==> src/rtl/pcb_pkg.sv <==
package pcb_pkg;
   localparam int ADDR_W = 3;
   localparam int NSEL   = 2;
   localparam int SEL_W  = 1;

   localparam logic [ADDR_W-1:0] A_CMD    = 3'd0;
   localparam logic [ADDR_W-1:0] A_RDW    = 3'd1;
   localparam logic [ADDR_W-1:0] A_WTRIG  = 3'd2;
   localparam logic [ADDR_W-1:0] A_RTRIG  = 3'd3;
   localparam logic [ADDR_W-1:0] A_STATUS = 3'd4;

   localparam int BIT_CYCLE = 28;
   localparam int BIT_DATA  = 24;
   localparam int BIT_GO    = 0;
   localparam int BIT_PANEL = 1;
   localparam int BIT_BUSY  = 1;

   typedef enum logic [1:0] {
      S_IDLE  = 2'd0,
      S_SETUP = 2'd1,
      S_LOW   = 2'd2,
      S_HIGH  = 2'd3
   } seq_state_t;
endpackage

==> src/rtl/pcb_regs.sv <==
module pcb_regs
   import pcb_pkg::*;
#(
   parameter int DW = 16
) (
   input  logic              clk,
   input  logic              rst_n,
   input  logic              we,
   input  logic [ADDR_W-1:0] addr,
   input  logic [31:0]       wdata,
   output logic [31:0]       rdata,
   input  logic              busy,
   input  logic              cap_en,
   input  logic [DW-1:0]     cap_data,
   output logic              go_wr,
   output logic              go_rd,
   output logic [SEL_W-1:0]  go_sel,
   output logic              go_rs,
   output logic [DW-1:0]     go_dat
);
   logic [31:0] cmd_q;
   logic [31:0] rdw_q;

   always_ff @(posedge clk or negedge rst_n) begin
      if (!rst_n) begin
         cmd_q <= '0;
         rdw_q <= '0;
      end else begin
         if (we && addr == A_CMD)
            cmd_q <= wdata;
         if (we && addr == A_RDW)
            rdw_q <= wdata;
         else if (cap_en)
            rdw_q[15:0] <= 16'(cap_data);
      end
   end

   always_comb begin
      go_wr  = we && (addr == A_WTRIG) && wdata[BIT_GO] && cmd_q[BIT_CYCLE] && !busy;
      go_rd  = we && (addr == A_RTRIG) && wdata[BIT_GO] && !busy;
      go_sel = wdata[BIT_PANEL +: SEL_W];
      go_rs  = go_rd ? rdw_q[BIT_DATA] : cmd_q[BIT_DATA];
      go_dat = cmd_q[DW-1:0];
   end

   always_comb begin
      unique case (addr)
         A_CMD:    rdata = cmd_q;
         A_RDW:    rdata = rdw_q;
         A_STATUS: rdata = 32'(busy) << BIT_BUSY;
         default:  rdata = '0;
      endcase
   end
endmodule

==> src/rtl/pcb_seq.sv <==
module pcb_seq
   import pcb_pkg::*;
#(
   parameter int DW       = 16,
   parameter int LOW_CYC  = 2,
   parameter int HIGH_CYC = 2
) (
   input  logic             clk,
   input  logic             rst_n,
   input  logic             go_wr,
   input  logic             go_rd,
   input  logic [SEL_W-1:0] go_sel,
   input  logic             go_rs,
   input  logic [DW-1:0]    go_dat,
   output logic             busy,
   output logic             cap_en,
   output logic [DW-1:0]    cap_data,
   output logic [NSEL-1:0]  cs_n,
   output logic             wr_n,
   output logic             rd_n,
   output logic             rs,
   output logic [DW-1:0]    dout,
   output logic             oe,
   input  logic [DW-1:0]    din
);
   localparam int MAXW = (LOW_CYC > HIGH_CYC) ? LOW_CYC : HIGH_CYC;
   localparam int CW   = (MAXW > 1) ? $clog2(MAXW) : 1;
   localparam logic [CW-1:0] LOW_M1  = CW'(LOW_CYC - 1);
   localparam logic [CW-1:0] HIGH_M1 = CW'(HIGH_CYC - 1);

   seq_state_t       state_q;
   logic [CW-1:0]    cnt_q;
   logic             rd_q, rs_q;
   logic [SEL_W-1:0] sel_q;
   logic [DW-1:0]    dat_q;

   always_ff @(posedge clk or negedge rst_n) begin
      if (!rst_n) begin
         state_q <= S_IDLE;
         cnt_q   <= '0;
         rd_q    <= 1'b0;
         rs_q    <= 1'b0;
         sel_q   <= '0;
         dat_q   <= '0;
      end else begin
         unique case (state_q)
            S_IDLE: if (go_wr || go_rd) begin
               state_q <= S_SETUP;
               rd_q    <= go_rd;
               rs_q    <= go_rs;
               sel_q   <= go_sel;
               dat_q   <= go_dat;
            end
            S_SETUP: begin
               state_q <= S_LOW;
               cnt_q   <= LOW_M1;
            end
            S_LOW: if (cnt_q == '0) begin
               state_q <= S_HIGH;
               cnt_q   <= HIGH_M1;
            end else begin
               cnt_q <= cnt_q - 1'b1;
            end
            S_HIGH: if (cnt_q == '0) state_q <= S_IDLE;
                    else cnt_q <= cnt_q - 1'b1;
            default: state_q <= S_IDLE;
         endcase
      end
   end

   logic active;
   assign active   = (state_q != S_IDLE);
   assign busy     = active;
   assign wr_n     = !(state_q == S_LOW && !rd_q);
   assign rd_n     = !(state_q == S_LOW && rd_q);
   assign rs       = rs_q;
   assign dout     = dat_q;
   assign oe       = active && !rd_q;
   assign cap_en   = (state_q == S_LOW) && (cnt_q == '0) && rd_q;
   assign cap_data = din;

   for (genvar g = 0; g < NSEL; g++) begin : g_cs
      assign cs_n[g] = !(active && sel_q == SEL_W'(g));
   end


   a_r11_one_select: assert property (@(posedge clk) disable iff (!rst_n)
      $onehot0(~cs_n));
   a_r11_one_strobe: assert property (@(posedge clk) disable iff (!rst_n)
      !(!wr_n && !rd_n));

   a_r8_setup: assert property (@(posedge clk) disable iff (!rst_n)
      ($fell(wr_n) || $fell(rd_n)) |-> $past(cs_n != '1));
   a_r8_rs_stable: assert property (@(posedge clk) disable iff (!rst_n)
      (cs_n != '1 && $past(cs_n != '1)) |-> $stable(rs));

   a_r5_busy_strobe: assert property (@(posedge clk) disable iff (!rst_n)
      (!wr_n || !rd_n) |-> busy);
   a_r5_go_sets_busy: assert property (@(posedge clk) disable iff (!rst_n)
      ((go_wr || go_rd) && !busy) |=> busy);

   a_r6_released: assert property (@(posedge clk) disable iff (!rst_n)
      !rd_n |-> !oe);
endmodule

==> src/rtl/panel_cmd_bridge.sv <==
module panel_cmd_bridge
   import pcb_pkg::*;
#(
   parameter int DW       = 16,
   parameter int LOW_CYC  = 2,
   parameter int HIGH_CYC = 2
) (
   input  logic              clk,
   input  logic              rst_n,
   input  logic              host_we,
   input  logic [ADDR_W-1:0] host_addr,
   input  logic [31:0]       host_wdata,
   output logic [31:0]       host_rdata,
   output logic [NSEL-1:0]   bus_cs_n,
   output logic              bus_wr_n,
   output logic              bus_rd_n,
   output logic              bus_rs,
   output logic [DW-1:0]     bus_dout,
   output logic              bus_oe,
   input  logic [DW-1:0]     bus_din
);
   if (LOW_CYC < 1 || HIGH_CYC < 1) begin : g_bad_width
      $error("strobe widths must be at least one cycle");
   end
   if (DW < 8 || DW > 16) begin : g_bad_dw
      $error("bus width must lie between 8 and 16");
   end

   logic             busy, cap_en, go_wr, go_rd, go_rs;
   logic [DW-1:0]    cap_data, go_dat;
   logic [SEL_W-1:0] go_sel;

   pcb_regs #(.DW(DW)) u_regs (
      .clk(clk), .rst_n(rst_n), .we(host_we), .addr(host_addr),
      .wdata(host_wdata), .rdata(host_rdata), .busy(busy),
      .cap_en(cap_en), .cap_data(cap_data), .go_wr(go_wr), .go_rd(go_rd),
      .go_sel(go_sel), .go_rs(go_rs), .go_dat(go_dat)
   );

   pcb_seq #(.DW(DW), .LOW_CYC(LOW_CYC), .HIGH_CYC(HIGH_CYC)) u_seq (
      .clk(clk), .rst_n(rst_n), .go_wr(go_wr), .go_rd(go_rd),
      .go_sel(go_sel), .go_rs(go_rs), .go_dat(go_dat), .busy(busy),
      .cap_en(cap_en), .cap_data(cap_data), .cs_n(bus_cs_n),
      .wr_n(bus_wr_n), .rd_n(bus_rd_n), .rs(bus_rs), .dout(bus_dout),
      .oe(bus_oe), .din(bus_din)
   );
endmodule

==> config.mk <==
export PLATFORM = sky130hd
export DESIGN_NAME = panel_cmd_bridge
export DESIGN_NICKNAME = d
export VERILOG_FILES = /design/src/rtl/pcb_pkg.sv /design/src/rtl/pcb_regs.sv /design/src/rtl/pcb_seq.sv /design/src/rtl/panel_cmd_bridge.sv
export SDC_FILE = /design/constraint.sdc
export NUM_CORES = 1
export LEC_CHECK = 0
export BUFFER_PORTS_ARGS = -buffer_cell sky130_fd_sc_hd__buf_2
export CAP_MARGIN = 40
export CELL_PAD_IN_SITES_DETAIL_PLACEMENT = 0
export CELL_PAD_IN_SITES_GLOBAL_PLACEMENT = 1
export CORE_MARGIN = 2
export CORE_UTILIZATION = 45
export DETAILED_ROUTE_END_ITERATION = 10
export GPL_TIMING_DRIVEN = 0
export MAX_ROUTING_LAYER = met4
export PLACE_DENSITY = 0.92
export SYNTH_ARGS = -nofsm -noshare
export SYNTH_HDL_FRONTEND = slang
export SYNTH_HIERARCHICAL = 1
export SYNTH_SLANG_ARGS = --single-unit
==> constraint.sdc <==
create_clock -name clk -period 6.55 [get_ports clk]
set_input_delay 0.9825 -clock clk [delete_from_list [all_inputs] [get_ports clk]]
set_output_delay 0.9825 -clock clk [all_outputs]
set_load 0.02 [all_outputs]
==> qor.csv, run 1 <==
stage;metric;value;unit
outcome;status;finished clean;
setup_path;Crit Path Category;input pin to output pin;
clock_network;CTS tree;built;
floorplan;die width;99.4;um
final_layout;Final Net Count;477;
timing;Final WS setup;3.19;ns
clock_network;Clock transition at path regs;0.09;ns
pwr;power per cell area;336;nW/um^2
global_routing;antenna violations before repair;0;
global_routing;GRT Max-Usage Layer;met2;
setup_path;cells on worst reg2reg path;7;
timing;setup repair after global routing missed its margin;false;
setup_path;CP Capture Type;output pin;
pwr;cell-internal power;1.10;mW
clock_network;Clock Latency Late Sink;0.36;ns
clock_network;Post-CTS Hold Fix Bufs;0;
pwr;sequential fraction of design power;47.6;%
worst_hold_path;Hold/Removal Path Class;register to register;
timing;final hold viol count;0;
drt;routed length per instance;17.3;um
final_layout;share of cells above drive strength 1;46.8;%
pwr;switching power;0.548;mW
pwr;peak supply drop;0.119;mV
setup_path;CP Max Fanout;10;
timing;Slew Limit Fails;0;
global_routing;vias in the first global route;2905;
place;RePlAce Congestion;0.770;
clock_network;clk sinks;86;
logic_synthesis;syn_nets;374;
pwr;combinational share of power;30.6;%
logic_synthesis;synth unique cells;29;
logic_synthesis;register area share after synthesis;52.6;%
drt;drc violations;0;
clock_network;# H-tree levels;3;
final_layout;Layout fillers;762;
pwr;clock network power share;21.8;%
floorplan;Site Rows;34;
global_routing;largest net degree at the start of global routing;57;
logic_synthesis;count of state elements after synthesis;86;
floorplan;die area;9880;um^2
global_routing;GRT met1 Usage;26.8;%
worst_hold_path;hold path depth;1;
floorplan;Core ar.;8760;um^2
logic_synthesis;Post-Syn Instances;317;
setup_path;Worst path max stage delay;0.52;ns
timing;Max Clock Freq;298;MHz
setup_path;Critical Path RT;5.57;ns
setup_path;Worst Setup Start Kind;input pin;
global_routing;GR Util met3;3.30;%
floorplan;initial core utilization;46.7;%
timing;Clock Skew;0.0147;ns
clock_network;post-CTS sizing;0;
timing;crit share post-route;51.3;%
job;Max Cap Violations;0;
clock_network;Post-CTS Setup Bufs;0;
drt;initial DRC count;87;
drt;drt first pass iters;4;
setup_path;WP data arrival;2.38;ns
place;DP HPWL;6600;um
place;DP Worst Slack;3.20;ns
logic_synthesis;Synthesis Warnings;6;
timing;# setup viols final;0;
final_layout;finished layout cell area;4910;um^2
logic_synthesis;Mapped Avg Cell Area;12.9;um^2
final_layout;Diodes inserted;0;
global_routing;Total GRT Usage;20.2;%
place;Port-buffer cells;91;
timing;min Tclk post-route;3.36;ns
setup_path;CP Cell Sequence;buf_2 -> nor3_2 -> clkbuf_1 -> a22o_1 -> buf_2;
pwr;sw frac;33.2;%
global_routing;global route total overflow;0;
pwr;Leak Pwr;2.41;nW
clock_network;clock root cell;clkbuf_8;
drt;via count;2830;
clock_network;TritonCTS buffer count;9;
floorplan;I/O pin count;108;
timing;Relative slew margins;48.1;%
logic_synthesis;mapped cell area;4100;um^2
global_routing;first-pass GRT wire length;14900;um
global_routing;met2 Use GR;31.5;%
drt;DR vias/cell;5.31;
drt;final WL;9220;um
final_layout;Multi-input gate area;1570;um^2
clock_network;maximum root-to-sink buffer count;2;
timing;TNS Setup;0;ns
pwr;overall power;1.65;mW
setup_path;Slowest-stage cell, CP;clkbuf_1;
timing;Least-Margin Pin Slew;0.776;ns
place;placed inst area;4720;um^2
setup_path;CP most frequent cell;buf_2;
final_layout;area grow syn2layout;19.8;%
final_layout;FF/Latch Area;2150;um^2
floorplan;Vert. Die Dim;99.4;um
drt;Routed Antenna Nets;0;
power by group through the flow:
stage / registers [mW] / logic, mW / clock network (mW)
after detailed placement: 0.797 / 0.511 / 0
final: 0.786 / 0.504 / 0.360
after global routing: 0.808 / 0.552 / 0.395
after global placement: 0.785 / 0.490 / 0
after CTS: 0.786 / 0.511 / 0.369
after floorplan: 0.819 / 0.322 / 0
cell type report:
class | count | share of cell area [%]
Inverter | 3 | 0.229
Clock buffer | 11 | 3.09
Multi-Input combinational cell | 177 | 32.0
Tap cell | 108 | 2.75
Clock inverter | 5 | 0.816
Buffer | 51 | 7.34
Sequential cell | 86 | 43.9
Timing Repair Buffer | 92 | 9.89
sequential cells by signal, summed over array words and instances, names as in the netlist:
signal	count
u_seq/dout	16
u_seq/sel_q	1
u_seq/rs	1
u_seq/state_q	2
u_seq/cnt_q	1
u_regs/cmd_q	32
u_regs/rdw_q	32
u_seq/rd_q	1
routing by layer:
metal | vias up | part of all wire (%)
met1 | 1418 | 44
met5 | - | 0
met3 | 10 | 5.7
met2 | 92 | 48
met4 | 0 | 1.7
li1 | 1310 | -
metrics by stage:
| stage | hold slack (ns) | std cells | util, % |
|---|---|---|---|
| after floorplan | 0.459 | 317 | - |
| after detailed placement | 0.476 | 517 | 53.8 |
| after global routing | 0.511 | 533 | 56.0 |
| after global placement | 0.467 | 516 | 53.5 |
| after CTS | 0.498 | 533 | 56.0 |
| final | 0.493 | 533 | 56.0 |
cells in the final DEF, fill, tap and decap left out, types with 11 or more instances in the layout:
cell type  netlist  layout
o21ai_0         17      17
a22o_1          31      31
buf_2            9      99
buf_4           34      35
mux2i_1         18      18
mux2_1          31      31
nand2_1         21      21
mux2_2          38      38
dfrtp_1         86      86
clkbuf_8         0      11
worst max-delay path, delay by kind of cell:
kind / cells / cell delay, ns
buffers and inverters: 3 / 0.83
and+or+nand+nor: 1 / 0.30
AOI/OAI and AO/OA: 1 / 0.27
final timing paths:
check	from	end	slack, ns
worst max-delay path	host_addr[1]	host_rdata[23]	3.19
worst min-delay path	u_regs/cmd_q[19]	u_regs/cmd_q[19]	0.49
worst max register to register	u_seq/state_q[0]	u_seq/dout[9]	4.05
worst min register to register	u_regs/cmd_q[19]	u_regs/cmd_q[19]	0.49
max in group asynchronous	rst_n	u_regs/cmd_q[21]	5.38
min in group asynchronous	rst_n	u_seq/dout[2]	0.55
kinds of logic after synthesis:
logic type	after synthesis	share of synthesized area, %
multiplexers	87	23.4
adder cells (fa/ha/maj)	3	0.917
AO/OA/AOI/OAI	53	9.90
buffers and inverters	54	9.07
flip-flops	86	52.6
AND/OR/NAND/NOR	34	4.19
Yosys cell counts:
master	n	area, um^2
ha_1	3	37.5
and4bb_2	1	12.5
nor3b_1	2	15.0
mux2_2	38	428
buf_6	4	45.0
nand2b_1	1	6.26
o31ai_2	1	12.5
o21ai_0	17	85.1
mux2_1	31	349
buf_4	34	255
dfrtp_1	86	2150
mux2i_1	18	180
o21a_1	1	7.51
or2_2	1	6.26
clkbuf_1	4	15.0
inv_1	2	7.51
o21ai_4	1	16.3
a22o_1	31	272
and2_1	1	6.26
a211oi_1	1	7.51
buf_2	9	45.0
nand3b_1	1	7.51
nor4b_1	1	8.76
nand2_1	21	78.8
nor2_1	3	11.3
nand4b_1	1	8.76
a21oi_1	1	5.00
inv_2	1	3.75
nor3_2	1	10.0
(Power assumes the default switching activity.)
==> inputs of run 2 (changes only) <==
Settings changed: ABC_AREA set to 1, CORE_UTILIZATION 45 to 39, PLACE_DENSITY 0.92 to 0.87.
Clock period 6.55 ns to 3.2 ns, I/O delays scaled along.
==> run 2 against run 1 <==
Core utilization decreased by 7.2 points. Critical endpoint is now host_rdata[1]. Sequential share of layout area down 5.4 points. Highest routed layer unchanged. First-iteration DRC count grew to 4.0 times the previous value. Largest power group unchanged. Count of clock-buffer cells in the layout is 1 higher. Area after synthesis is 13% higher.
==> qor.csv, run 2 <==
stage;metric;value;unit
outcome;status;finished clean;
timing;# setup viols final;0;
place;RePlAce Congestion;0.812;
logic_synthesis;Synth top area share;46.6;%
pwr;power per cell area;672;nW/um^2
drt;Routed Antenna Nets;0;
clock_network;maximum root-to-sink buffer count;2;
pwr;Leak Pwr;3.32;nW
final_layout;Layout fillers;1152;
logic_synthesis;mapped cell area;4620;um^2
drt;routed length per instance;13.9;um
drt;drt first pass iters;8;
floorplan;initial core utilization;40.3;%
logic_synthesis;Mapped Avg Cell Area;7.55;um^2
timing;setup repair after global routing missed its margin;false;
place;dpl cells;847;
floorplan;die area;12700;um^2
pwr;cell-internal power;2.48;mW
global_routing;vias in the first global route;3813;
logic_synthesis;synth unique cells;23;
logic_synthesis;register area share after synthesis;46.6;%
drt;via count;4005;
setup_path;Worst path max stage delay;0.40;ns
setup_path;Slowest-stage cell, CP;dfrtp_1;
pwr;sw frac;34.1;%
final_layout;most frequent cells in the layout;nand2_1 (306), buf_2 (107), dfrtp_1 (86);
logic_synthesis;Post-Syn Instances;612;
job;Max Cap Violations;0;
global_routing;first-pass GRT wire length;19600;um
timing;Max Clock Freq;452;MHz
worst_hold_path;Hold/Removal Path Class;input pin to async pin;
drt;drc violations;0;
logic_synthesis;Synthesis Warnings;6;
timing;final hold viol count;0;
timing;Least-Margin Pin Slew;0.500;ns
timing;Clock Skew;0.00730;ns
place;Port-buffer cells;91;
drt;DR vias/cell;4.64;
clock_network;Clock Latency Late Sink;0.34;ns
setup_path;Crit Path Category;register to output pin;
clock_network;clock root cell;clkbuf_16;
floorplan;I/O pin count;108;
floorplan;die width;113;um
final_layout;share of cells above drive strength 1;27.5;%
final_layout;commonest non-fill, non-tap cell in the layout;nand2_1;
clock_network;Clock transition at path regs;0.06;ns
timing;TNS Setup;0;ns
final_layout;Final Net Count;772;
global_routing;antenna violations before repair;0;
clock_network;post-CTS sizing;0;
floorplan;Vert. Die Dim;113;um
setup_path;CP Max Fanout;7;
setup_path;CP Capture Type;output pin;
timing;Hold Slack;0.0868;ns
logic_synthesis;most numerous cell in the Yosys netlist;nand2_1;
place;DP HPWL;8670;um
logic_synthesis;count of state elements after synthesis;86;
pwr;overall power;3.76;mW
setup_path;crit path launch;u_seq/state_q[0];
setup_path;CP Cell Sequence;inv_1 -> ha_1 -> inv_1 -> nand3_1 -> nand3_1 -> buf_2;
pwr;sequential fraction of design power;42.3;%
timing;Slew Limit Fails;0;
timing;Relative slew margins;66.6;%
timing;min Tclk post-route;2.21;ns
global_routing;global route total overflow;0;
setup_path;reg2reg start;u_seq/state_q[0];
global_routing;largest net degree at the start of global routing;55;
pwr;switching power;1.28;mW
pwr;clock network power share;28.9;%
clock_network;clk sinks;86;
setup_path;Critical Path RT;2.72;ns
logic_synthesis;Synth Flop Type;dfrtp_1;
final_layout;area grow syn2layout;21.1;%
setup_path;critical path's top delay family;buffers and inverters;
logic_synthesis;syn_nets;669;
drt;initial DRC count;352;
floorplan;Core ar.;11500;um^2
drt;final WL;12000;um
clock_network;# H-tree levels;3;
setup_path;WP data arrival;1.73;ns
final_layout;Diodes inserted;0;
clock_network;TritonCTS buffer count;9;
pwr;peak supply drop;0.365;mV
logic_synthesis;Synth area leaders;dfrtp_1 (47%), nand2_1 (25%), buf_4 (5.9%);
clock_network;Post-CTS Hold Fix Bufs;0;
global_routing;Total GRT Usage;20.1;%
final_layout;Final Non-Filler Cells;863;
timing;crit share post-route;69.1;%
logic_synthesis;Commonest cells post-synth;nand2_1 (306), dfrtp_1 (86), inv_1 (58), buf_4 (36), nand3_1 (22);
setup_path;Worst Setup Start Kind;register;
setup_path;Bufs and invs on worst path;3;
logic_synthesis;Synth area leader;dfrtp_1;
logic_synthesis;EDFF count, synth;0;
logic_synthesis;fraction of registers with async set/reset;100;%
floorplan;Site Rows;39;
pwr;combinational share of power;28.8;%
clock_network;CTS tree;built;
clock_network;Post-CTS Setup Bufs;0;
run 2: cell count changes after synthesis, moves of 17 or more:
cell	before	now
nand2_1	21	306
inv_1	2	58
mux2_2	38	0
a22o_1	31	0
mux2_1	31	0
nand3_1	0	22
mux2i_1	18	0
o21ai_2	0	18
nand4_1	0	17
run 2: final cells by class:
cell class                 count  area [um^2]  share of cell area (%)
timing repair buffer          92          485                    8.68
clock buffer                  12          256                    4.59
tap                          143          179                    3.20
clock inverter                 4         53.8                   0.962
multi-input combinational    403         1800                    32.2
sequential                    86         2150                    38.5
inverter                      61          229                    4.09
buffer                        62          434                    7.76
run 2: worst reg2reg max path, cell delays in order, from the launching register on:
cell and delay (ns):
dfrtp_1 0.40, inv_1 0.09, ha_1 0.34, inv_1 0.18, nor2_1 0.20, nand3_1 0.09, nor2_1 0.25, o21ai_4 0.16
buf_6 0.19, nand2_1 0.07, o21ai_2 0.05
run 2: metal layers:
layer / share of wire (%) / routed length (um) / up-vias / GRT usage, %
li1: - / - / 2043 / -
met4: 1.5 / 178 / 0 / 5.93
met3: 5.4 / 642 / 15 / 3.70
met1: 45 / 5410 / 1827 / 26.4
met2: 48 / 5750 / 120 / 31.9
met5: 0 / 0 / - / -
run 2: logic make-up (layout without fill, tap and decap cells):
kind of cell,after synthesis,count (layout),share of synthesized area [%]
DFF,86,86,46.6
buffers and inverters,123,231,14.4
adders and majority gates,3,3,0.813
AOI/OAI and AO/OA,37,37,5.72
and+or+nand+nor,363,363,32.5
run 2: worst paths after layout:
| check | to | slack, ns | cells past startpoint |
|---|---|---|---|
| max reg2reg | u_seq/dout[9] | 1.08 | 10 |
| max | host_rdata[1] | 0.99 | 6 |
| min | u_regs/cmd_q[20] | 0.09 | 1 |
| max in group asynchronous | u_seq/dout[4] | 2.49 | 2 |
| min in group clk | u_regs/cmd_q[18] | 0.35 | 3 |
| min reg2reg | u_regs/cmd_q[20] | 0.47 | 2 |
run 2: stage by stage:
step / worst slack [ns] / cell area [um^2] / utilization [%]
floorplan: 1.43 / 4620 / -
global placement: 0.913 / 5250 / 45.8
detailed placement: 1.04 / 5280 / 46.1
CTS: 0.982 / 5590 / 48.8
global route: 0.881 / 5590 / 48.8
finish: 0.989 / 5590 / 48.8
run 2: power groups by stage:
stage          combinational (mW)  sequential [mW]  clock, mW
6_report                     1.08             1.59       1.09
4_1_cts                      1.09             1.59       1.11
2_1_floorplan               0.706             1.64          0
5_1_grt                      1.22             1.63       1.15
3_3_place_gp                 1.05             1.60          0
3_5_place_dp                 1.09             1.61          0
